<file path="src/rtl/mdio_c22_pkg.sv">
package mdio_c22_pkg;

   localparam int CMD_OFS  = 0;
   localparam int CFG_OFS  = 4;

   localparam int GO_BIT   = 31;
   localparam int TYPE_BIT = 28;
   localparam int THR_W    = 8;
   localparam int LAT_W    = 3;
   localparam int WORD_W   = 16;
   localparam int ADR_W    = 5;

   localparam logic [1:0] OPC_WRITE = 2'b01;
   localparam logic [1:0] OPC_READ  = 2'b10;

   typedef struct packed {
      logic              c22;
      logic [1:0]        opc;
      logic [ADR_W-1:0]  phy;
      logic [ADR_W-1:0]  regad;
      logic [WORD_W-1:0] wdata;
   } cmd_t;

   typedef struct packed {
      logic [THR_W-1:0] thr;
      logic             edge_fall;
      logic [LAT_W-1:0] lat;
   } cfg_t;

   typedef enum logic [1:0] {
      SEQ_IDLE,
      SEQ_SHIFT,
      SEQ_DRAIN
   } seq_state_t;

endpackage

</file>
<file path="src/rtl/mdio_c22_regs.sv">
module mdio_c22_regs
   import mdio_c22_pkg::*;
#(
   parameter int               ADDR_W   = 4,
   parameter logic [THR_W-1:0] DEF_THR  = 8'd10,
   parameter logic             DEF_EDGE = 1'b0,
   parameter logic [LAT_W-1:0] DEF_LAT  = 3'd0
) (
   input  logic              clk,
   input  logic              rst_n,
   input  logic [ADDR_W-1:0] bus_addr,
   input  logic              bus_wr,
   input  logic [31:0]       bus_wdata,
   output logic [31:0]       bus_rdata,
   input  logic              busy,
   input  logic [WORD_W-1:0] rx_word,
   output cmd_t              cmd_in,
   output cmd_t              cmd_q,
   output cfg_t              cfg_q,
   output logic              start
);

   logic sel_cmd, sel_cfg, opc_ok;
   logic unused_bits;

   assign sel_cmd = (bus_addr == ADDR_W'(CMD_OFS));
   assign sel_cfg = (bus_addr == ADDR_W'(CFG_OFS));
   assign cmd_in  = cmd_t'(bus_wdata[28:0]);
   assign opc_ok  = (cmd_in.opc == OPC_WRITE) || (cmd_in.opc == OPC_READ);
   assign start   = bus_wr && sel_cmd && !busy && bus_wdata[GO_BIT]
                    && bus_wdata[TYPE_BIT] && opc_ok;
   assign unused_bits = ^bus_wdata[30:29];

   always_ff @(posedge clk or negedge rst_n) begin
      if (!rst_n) begin
         cmd_q <= '0;
      end else if (start) begin
         cmd_q <= cmd_in;
      end
   end

   always_ff @(posedge clk or negedge rst_n) begin
      if (!rst_n) begin
         cfg_q <= '{thr: DEF_THR, edge_fall: DEF_EDGE, lat: DEF_LAT};
      end else if (bus_wr && sel_cfg && !busy) begin
         cfg_q <= '{thr: bus_wdata[31:24], edge_fall: bus_wdata[23],
                    lat: bus_wdata[22:20]};
      end
   end

   always_comb begin
      if (sel_cmd) begin
         bus_rdata = {busy, 2'b00, cmd_q};
      end else if (sel_cfg) begin
         bus_rdata = {cfg_q.thr, cfg_q.edge_fall, cfg_q.lat, 3'b000, !busy, rx_word};
      end else begin
         bus_rdata = '0;
      end
   end

endmodule

</file>
<file path="src/rtl/mdio_c22_mdc_gen.sv">
module mdio_c22_mdc_gen #(
   parameter int THR_W = 8
) (
   input  logic             clk,
   input  logic             rst_n,
   input  logic             run,
   input  logic [THR_W-1:0] thr,
   output logic             mdc,
   output logic             rise_stb,
   output logic             fall_stb
);

   logic [THR_W-1:0] cnt;
   logic [THR_W-1:0] half;
   logic             tick;

   assign half     = (thr == '0) ? THR_W'(1) : thr;
   assign tick     = (cnt == half - THR_W'(1));
   assign rise_stb = run && tick && !mdc;
   assign fall_stb = run && tick && mdc;

   always_ff @(posedge clk or negedge rst_n) begin
      if (!rst_n) begin
         cnt <= '0;
         mdc <= 1'b0;
      end else if (!run) begin
         cnt <= '0;
         mdc <= 1'b0;
      end else if (tick) begin
         cnt <= '0;
         mdc <= !mdc;
      end else begin
         cnt <= cnt + THR_W'(1);
      end
   end

endmodule

</file>
<file path="src/rtl/mdio_c22_sampler.sv">
module mdio_c22_sampler #(
   parameter int LAT_W  = 3,
   parameter int WORD_W = 16
) (
   input  logic              clk,
   input  logic              rst_n,
   input  logic              evt,
   input  logic [LAT_W-1:0]  lat,
   input  logic              mdio_i,
   output logic              pend,
   output logic [WORD_W-1:0] rx_word
);

   localparam int NST = 1 << LAT_W;

   logic [NST-1:0] dly;
   logic [NST-1:0] wait_bits;
   logic           take;

   always_ff @(posedge clk or negedge rst_n) begin
      if (!rst_n) begin
         dly <= '0;
      end else begin
         dly <= {dly[NST-2:0], evt};
      end
   end

   assign take = (lat == '0) ? evt : dly[lat - LAT_W'(1)];

   for (genvar k = 0; k < NST; k++) begin : g_wait
      assign wait_bits[k] = dly[k] && ({1'b0, lat} > (LAT_W+1)'(k + 1));
   end

   assign pend = |wait_bits;

   always_ff @(posedge clk or negedge rst_n) begin
      if (!rst_n) begin
         rx_word <= '0;
      end else if (take) begin
         rx_word <= {rx_word[WORD_W-2:0], mdio_i};
      end
   end

endmodule

</file>
<file path="src/rtl/mdio_c22_seq.sv">
module mdio_c22_seq
   import mdio_c22_pkg::*;
#(
   parameter int PRE_LEN = 32,
   parameter int IDX_W   = 6
) (
   input  logic              clk,
   input  logic              rst_n,
   input  logic              start,
   input  cmd_t              cmd_in,
   input  logic              edge_fall,
   input  logic              rise_stb,
   input  logic              fall_stb,
   input  logic              pend,
   output logic              busy,
   output logic              run,
   output logic              mdio_o,
   output logic              mdio_oe,
   output logic              evt,
   output logic              rd_active,
   output logic [IDX_W-1:0]  bitidx
);

   localparam int FRAME   = PRE_LEN + 32;
   localparam int LAST    = FRAME - 1;
   localparam int TA_IDX  = PRE_LEN + 14;
   localparam int DAT_IDX = PRE_LEN + 16;

   seq_state_t       state;
   logic [FRAME-1:0] sr;
   logic [FRAME-1:0] load_vec;
   logic             is_rd, new_rd, in_data, released;
   logic             unused_type;

   assign new_rd      = (cmd_in.opc == OPC_READ);
   assign unused_type = cmd_in.c22;
   assign load_vec    = {{PRE_LEN{1'b1}}, 2'b01, cmd_in.opc, cmd_in.phy, cmd_in.regad,
                         (new_rd ? 2'b11 : 2'b10),
                         (new_rd ? {WORD_W{1'b1}} : cmd_in.wdata)};

   always_ff @(posedge clk or negedge rst_n) begin
      if (!rst_n) begin
         state  <= SEQ_IDLE;
         sr     <= '1;
         bitidx <= '0;
         is_rd  <= 1'b0;
      end else begin
         unique case (state)
            SEQ_IDLE: begin
               if (start) begin
                  state  <= SEQ_SHIFT;
                  sr     <= load_vec;
                  bitidx <= '0;
                  is_rd  <= new_rd;
               end
            end
            SEQ_SHIFT: begin
               if (fall_stb) begin
                  if (bitidx == IDX_W'(LAST)) begin
                     state <= SEQ_DRAIN;
                  end else begin
                     sr     <= {sr[FRAME-2:0], 1'b1};
                     bitidx <= bitidx + IDX_W'(1);
                  end
               end
            end
            SEQ_DRAIN: begin
               if (!pend) begin
                  state <= SEQ_IDLE;
               end
            end
            default: state <= SEQ_IDLE;
         endcase
      end
   end

   assign busy      = (state != SEQ_IDLE);
   assign run       = (state == SEQ_SHIFT);
   assign released  = is_rd && (bitidx >= IDX_W'(TA_IDX));
   assign in_data   = (bitidx >= IDX_W'(DAT_IDX));
   assign mdio_o    = run ? sr[FRAME-1] : 1'b1;
   assign mdio_oe   = run && !released;
   assign evt       = run && is_rd && in_data && (edge_fall ? fall_stb : rise_stb);
   assign rd_active = is_rd;

endmodule

</file>
<file path="src/rtl/mdio_c22_master.sv">
module mdio_c22_master
   import mdio_c22_pkg::*;
#(
   parameter int               ADDR_W   = 4,
   parameter int               PRE_LEN  = 32,
   parameter logic [THR_W-1:0] DEF_THR  = 8'd10,
   parameter logic             DEF_EDGE = 1'b0,
   parameter logic [LAT_W-1:0] DEF_LAT  = 3'd0
) (
   input  logic              clk,
   input  logic              rst_n,
   input  logic [ADDR_W-1:0] bus_addr,
   input  logic              bus_wr,
   input  logic [31:0]       bus_wdata,
   output logic [31:0]       bus_rdata,
   output logic              mdc,
   output logic              mdio_o,
   output logic              mdio_oe,
   input  logic              mdio_i
);

   localparam int FRAME_BITS = PRE_LEN + 32;
   localparam int IDX_W      = $clog2(FRAME_BITS);

   if (ADDR_W < 3) begin : g_bad_addr
      $error("ADDR_W must reach byte offset 4");
   end
   if (PRE_LEN < 1) begin : g_bad_pre
      $error("PRE_LEN must be at least 1");
   end
   if (DEF_THR == '0) begin : g_bad_thr
      $error("DEF_THR must be nonzero");
   end

   cmd_t              cmd_in, cmd_q;
   cfg_t              cfg_q;
   logic              start, busy, run, rise_stb, fall_stb, evt, pend, seq_rd;
   logic [WORD_W-1:0] rx_word;
   logic [IDX_W-1:0]  seq_bitidx;

   mdio_c22_regs #(
      .ADDR_W(ADDR_W), .DEF_THR(DEF_THR), .DEF_EDGE(DEF_EDGE), .DEF_LAT(DEF_LAT)
   ) u_regs (
      .clk(clk), .rst_n(rst_n), .bus_addr(bus_addr), .bus_wr(bus_wr),
      .bus_wdata(bus_wdata), .bus_rdata(bus_rdata), .busy(busy), .rx_word(rx_word),
      .cmd_in(cmd_in), .cmd_q(cmd_q), .cfg_q(cfg_q), .start(start)
   );

   mdio_c22_mdc_gen #(.THR_W(THR_W)) u_mdc (
      .clk(clk), .rst_n(rst_n), .run(run), .thr(cfg_q.thr),
      .mdc(mdc), .rise_stb(rise_stb), .fall_stb(fall_stb)
   );

   mdio_c22_seq #(.PRE_LEN(PRE_LEN), .IDX_W(IDX_W)) u_seq (
      .clk(clk), .rst_n(rst_n), .start(start), .cmd_in(cmd_in),
      .edge_fall(cfg_q.edge_fall), .rise_stb(rise_stb), .fall_stb(fall_stb),
      .pend(pend), .busy(busy), .run(run), .mdio_o(mdio_o), .mdio_oe(mdio_oe),
      .evt(evt), .rd_active(seq_rd), .bitidx(seq_bitidx)
   );

   mdio_c22_sampler #(.LAT_W(LAT_W), .WORD_W(WORD_W)) u_samp (
      .clk(clk), .rst_n(rst_n), .evt(evt), .lat(cfg_q.lat), .mdio_i(mdio_i),
      .pend(pend), .rx_word(rx_word)
   );

endmodule

</file>
<file path="config.mk">
export PLATFORM = sky130hd
export DESIGN_NAME = mdio_c22_master
export DESIGN_NICKNAME = d
export VERILOG_FILES = /design/src/rtl/mdio_c22_pkg.sv /design/src/rtl/mdio_c22_regs.sv /design/src/rtl/mdio_c22_mdc_gen.sv /design/src/rtl/mdio_c22_sampler.sv /design/src/rtl/mdio_c22_seq.sv /design/src/rtl/mdio_c22_master.sv
export SDC_FILE = /design/constraint.sdc
export NUM_CORES = 1
export LEC_CHECK = 0
export CAP_MARGIN = 10
export CORE_UTILIZATION = 62
export DETAILED_ROUTE_END_ITERATION = 16
export MAX_ROUTING_LAYER = met4
export PLACE_DENSITY = 0.86
export SYNTH_ARGS = -nofsm -noshare
export SYNTH_HDL_FRONTEND = slang
export SYNTH_HIERARCHICAL = 1
export SYNTH_SLANG_ARGS = --single-unit
</file>
<file path="constraint.sdc">
create_clock -name clk -period 9.3 [get_ports clk]
set_input_delay 2.325 -clock clk [delete_from_list [all_inputs] [get_ports clk]]
set_output_delay 2.325 -clock clk [all_outputs]
set_load 0.05 [all_outputs]
</file>
## Word level (Yosys, flattened, before mapping)

Index checks and enable logic that the tools add are counted.

- Add/sub/neg operators: 4
- $mul: 0
- Divide/modulo/power cells: 0
- Magnitude comparators: 10
- Equal/unequal tests: 13
- Shifts and indexed selects: 0
- Multiplexer cells: 27
- Bitwise operators: 0
- Reductions and logical operators: 36

Operator list:

| kind | number |
|---|---|
| 64-bit two-way mux | 3 |
| 64-bit one-hot mux with 2 select lines | 1 |
| 32-bit two-way mux | 2 |
| 8-bit two-way mux | 3 |
| 1-bit logical AND | 22 |
| 6-bit two-way mux | 3 |
| 16-bit two-way mux | 1 |
| 6-bit >= comparator, second input constant | 2 |
| 6-bit one-hot mux with 2 select lines | 1 |
| 3-bit > comparator, second input constant | 3 |
| 8-bit by 1-bit adder with 8-bit output, second input constant | 1 |
| 8-bit equality test | 1 |
| 8-bit zero test | 1 |
| 2-bit two-way mux | 4 |
| 2-bit != test, second input constant | 4 |
| 4-bit AND reduction | 2 |
| 8-bit by 1-bit subtractor with 8-bit output, second input constant | 1 |
| 1-bit two-way mux | 7 |
| 7-bit OR reduction | 1 |
| 6-bit by 1-bit adder with 6-bit output, second input constant | 1 |
| 6-bit equality test, second input constant | 1 |
| 3-bit by 2-bit > comparator with 1-bit output, second input constant | 2 |
| 2-bit one-hot mux with 3 select lines | 1 |
| 2-bit by 1-bit equality test with 1-bit output, second input constant | 2 |
| other kinds (15) | 20 |

- Bits in registers: 147
- Latch bits: 0
- Bits in writable memories: 0
- Memory bits (read-only): 0
- Input port bits: 40
- Output and inout port bits: 35
- Logic and storage cells: 106
- Memories: 0

## Longest topological paths before layout

- Depth after elaboration: 9
- Gate-level depth with buffers: 16
- Gate-level depth less buffers: 15

## Modules after synthesis

Netlist, hierarchy kept.

By module, submodules not included:

| module | instances | cells an instance | area each (um^2) |
|---|---|---|---|
| mdio_c22_seq | 1 | 280 | 3400.8 |
| mdio_c22_regs | 1 | 167 | 2118.3 |
| mdio_c22_sampler | 1 | 127 | 1351.3 |
| mdio_c22_mdc_gen | 1 | 71 | 658.1 |

## Worst setup path after synthesis

Ideal clock, no wire load.

- Path kind: input to output
- Start: input port bus_addr[1]
- End: output port bus_rdata[16]
- Data arrival time: 4.476 ns
- Required time: 6.975 ns
- Path slack: 2.499 ns
- Stages: 5
- Path buffers: 2
- Cell sequence: nor4b_1 clkbuf_1 clkbuf_1 inv_1 o21ai_0

- Word-level cells in the longest chain between the ends: 3
- Elaborated cells between the ends (all ways): 4
- Those cells by class: eq/ne: 1; mux: 2; reduce/logical: 1

Ends and longest elaborated chain:

| element | RTL line | source |
|---|---|---|
| start, declared | mdio_c22_master.sv:12 | `input logic [ADDR_W-1:0] bus_addr,` |
| 4-bit by 3-bit equality test with 1-bit output | mdio_c22_regs.sv:27 | `assign sel_cfg = (bus_addr == ADDR_W'(CFG_OFS));` |
| 32-bit two-way mux | mdio_c22_regs.sv:54 | `end else if (sel_cfg) begin` |
| 32-bit two-way mux * | mdio_c22_regs.sv:52 | `if (sel_cmd) begin` |
| end, declared | mdio_c22_master.sv:15 | `output logic [31:0] bus_rdata,` |

Every way passes the cells marked *; elsewhere a longest branch is shown, timed or not.

## Worst setup path in the final report

Same ends and word-level chain as after synthesis.

==> impl_metrics.ini <==
[timing]
fmax_ghz = 0.145
hold_viol = 0
tightest_slew_ns = 1.02
slew_headroom_pct = 31.7
drv_slew = 0
tns_ns = 0
finalSetupViolCount = 0
final.min_clock_period_ns = 6.88
skew_ns = 0.0104
finalWorstSetupSlack_ns = 2.42
rsz0062_at_grt = no
fin_crit_sh_pct = 74.0
fin_hold_ws_ns = 0.409

[power_and_ir_drop]
p_per_area_nw_per_um2 = 208
total_power_mw = 1.79
p_leak_nw = 3.71
ir_drop_v = 0.000144

[worst_setup_path]
critPathKind = in -> out
crit_path_end_kind = output pin
worstPathCellList = clkdlybuf4s50_1, nor4b_2, buf_4, inv_1, o21ai_0, clkdlybuf4s50_1
cp_top_family = buffers and inverters
cp_max_fo = 30
crit_arrival_ns = 4.56
cpMostUsedCell = clkdlybuf4s50_1
required_ns = 6.98
slowest_delay_ns = 0.86
crit_buf_inv = 4
cp-start-kind = primary input
critPathSlowestCell = clkdlybuf4s50_1

[cts]
cts.sinks = 147
cts_tree = yes
hold_buffers = 0
path_clk_slew_ns = 0.06
clock-root-buffer = clkbuf_16
clk_latency_ns = 0.42
post-cts-setup-buffer-count = 0
cts_resized = 0
htreeDepth = 4
numCtsBuffers = 17
clock_path_buffers = 2

[detailed_routing]
via_per_inst = 6.23
drt-initial-drc-count = 358
wire_per_inst_um = 19.3
drc = 3
firstDrtPassIters = 12
routed_wl_mm = 16.1
via_count = 5211
ant_nets = 0

[placement]
placed_area_um2 = 8060
portBuffers = 74
place_ws_ns = 2.42
place_hpwl_mm = 10.4
dp.cells = 804
place.gp.congestion = 0.866

[grt]
grt_pass1_wl_mm = 27.0
grt_pass1_vias = 5376
gr-usage-all-layers_pct = 28.3
antenna_found_initial = 0
grt-ovfl-total = 0
grt_max_degree = 87

[layout]
drive_above_1_share_pct = 27.4
syn_to_final_growth_pct = 14.7
stdcell_count = 836
diodes = 0
fin_util_pct = 74.3
nNetsFinal = 729
fin_area_um2 = 8630

[die]
die_area_um2 = 12600
die_h_um = 112
die_w_um = 112
start_util_pct = 64.8
core_um2 = 11600
ios = 75
rows = 39

[yosys]
syn_nets = 693
syn_avg_cell_area_um2 = 11.7
ys_warn_count = 6
syn-instance-count = 644
syn_area_um2 = 7520

[flow_run]
max_cap_viol_count = 0

[status]
outcome = complete, but fails checks
violations = DRC

[min_path]
min_path_type = reg -> reg
==> power by group <==
part,internal [mW],switching [mW]
Clock,0.401,0.246
Sequential,0.749,0.0896
Combinational,0.142,0.166
Total,1.29,0.501
==> path summary, 6_finish.rpt <==
check	from	endpoint	slack [ns]	cells past startpoint
max	bus_addr[1]	bus_rdata[16]	2.42	6
min	u_samp/dly[6]	u_samp/dly[7]	0.41	0
max reg2reg	u_regs/cfg_q[6]	u_seq/sr[16]	4.55	14
min reg2reg	u_samp/dly[6]	u_samp/dly[7]	0.41	0
max in group asynchronous	rst_n	u_samp/rx_word[4]	5.95	2
min in group asynchronous	rst_n	u_regs/cfg_q[9]	1.88	1
==> cells in the final DEF, fill, tap and decap left out, types with 12 or more instances in the layout <==
master	n
o211ai_1	24
a22o_1	27
dfstp_2	66
inv_1	28
o22a_1	33
nand2_1	77
mux2i_1	20
mux2_2	43
nor2_1	17
nand3_1	12
clkdlybuf4s50_1	73
dfrtp_1	81
clkbuf_16	19
==> worst register-to-register path, stage by stage (launching register included) <==
cell and delay (ns):
dfrtp_1 0.48, or4_4 0.59, o21ba_2 0.24, ha_1 0.23, and2_1 0.20, o21a_1 0.18, o21ai_0 0.13, nand4_1 0.19
nor2_1 0.19, and3_1 0.33, nand2_1 0.14, a21oi_2 0.20, o21a_2 0.59, buf_4 0.59, mux2_2 0.41
==> state kept, by name, summed over array words and instances (netlist names) <==
name             flops
u_mdc/cnt            8
u_mdc/mdc            1
u_regs/cfg_q        12
u_regs/cmd_q        29
u_samp/dly           8
u_samp/rx_word      16
u_seq/bitidx         6
u_seq/rd_active      1
u_seq/sr            64
u_seq/state          2
==> per-layer routing <==
| metal | vias to the layer above | global-route usage, % | share of wire (%) |
|---|---|---|---|
| li1 | 2370 | - | - |
| met1 | 2660 | 35.4 | 43 |
| met2 | 160 | 46.0 | 51 |
| met3 | 21 | 5.83 | 4.3 |
| met4 | 0 | 10.1 | 1.3 |
| met5 | - | - | 0 |
==> cell type report <==
class,count,area (µm²)
clock buffer,29,553
clock inverter,3,15.0
fill,747,2990
inverter,29,109
multi-input combinational,403,3210
sequential,147,3760
tap,143,179
timing repair buffer,82,802
(Power assumes the default switching activity.)
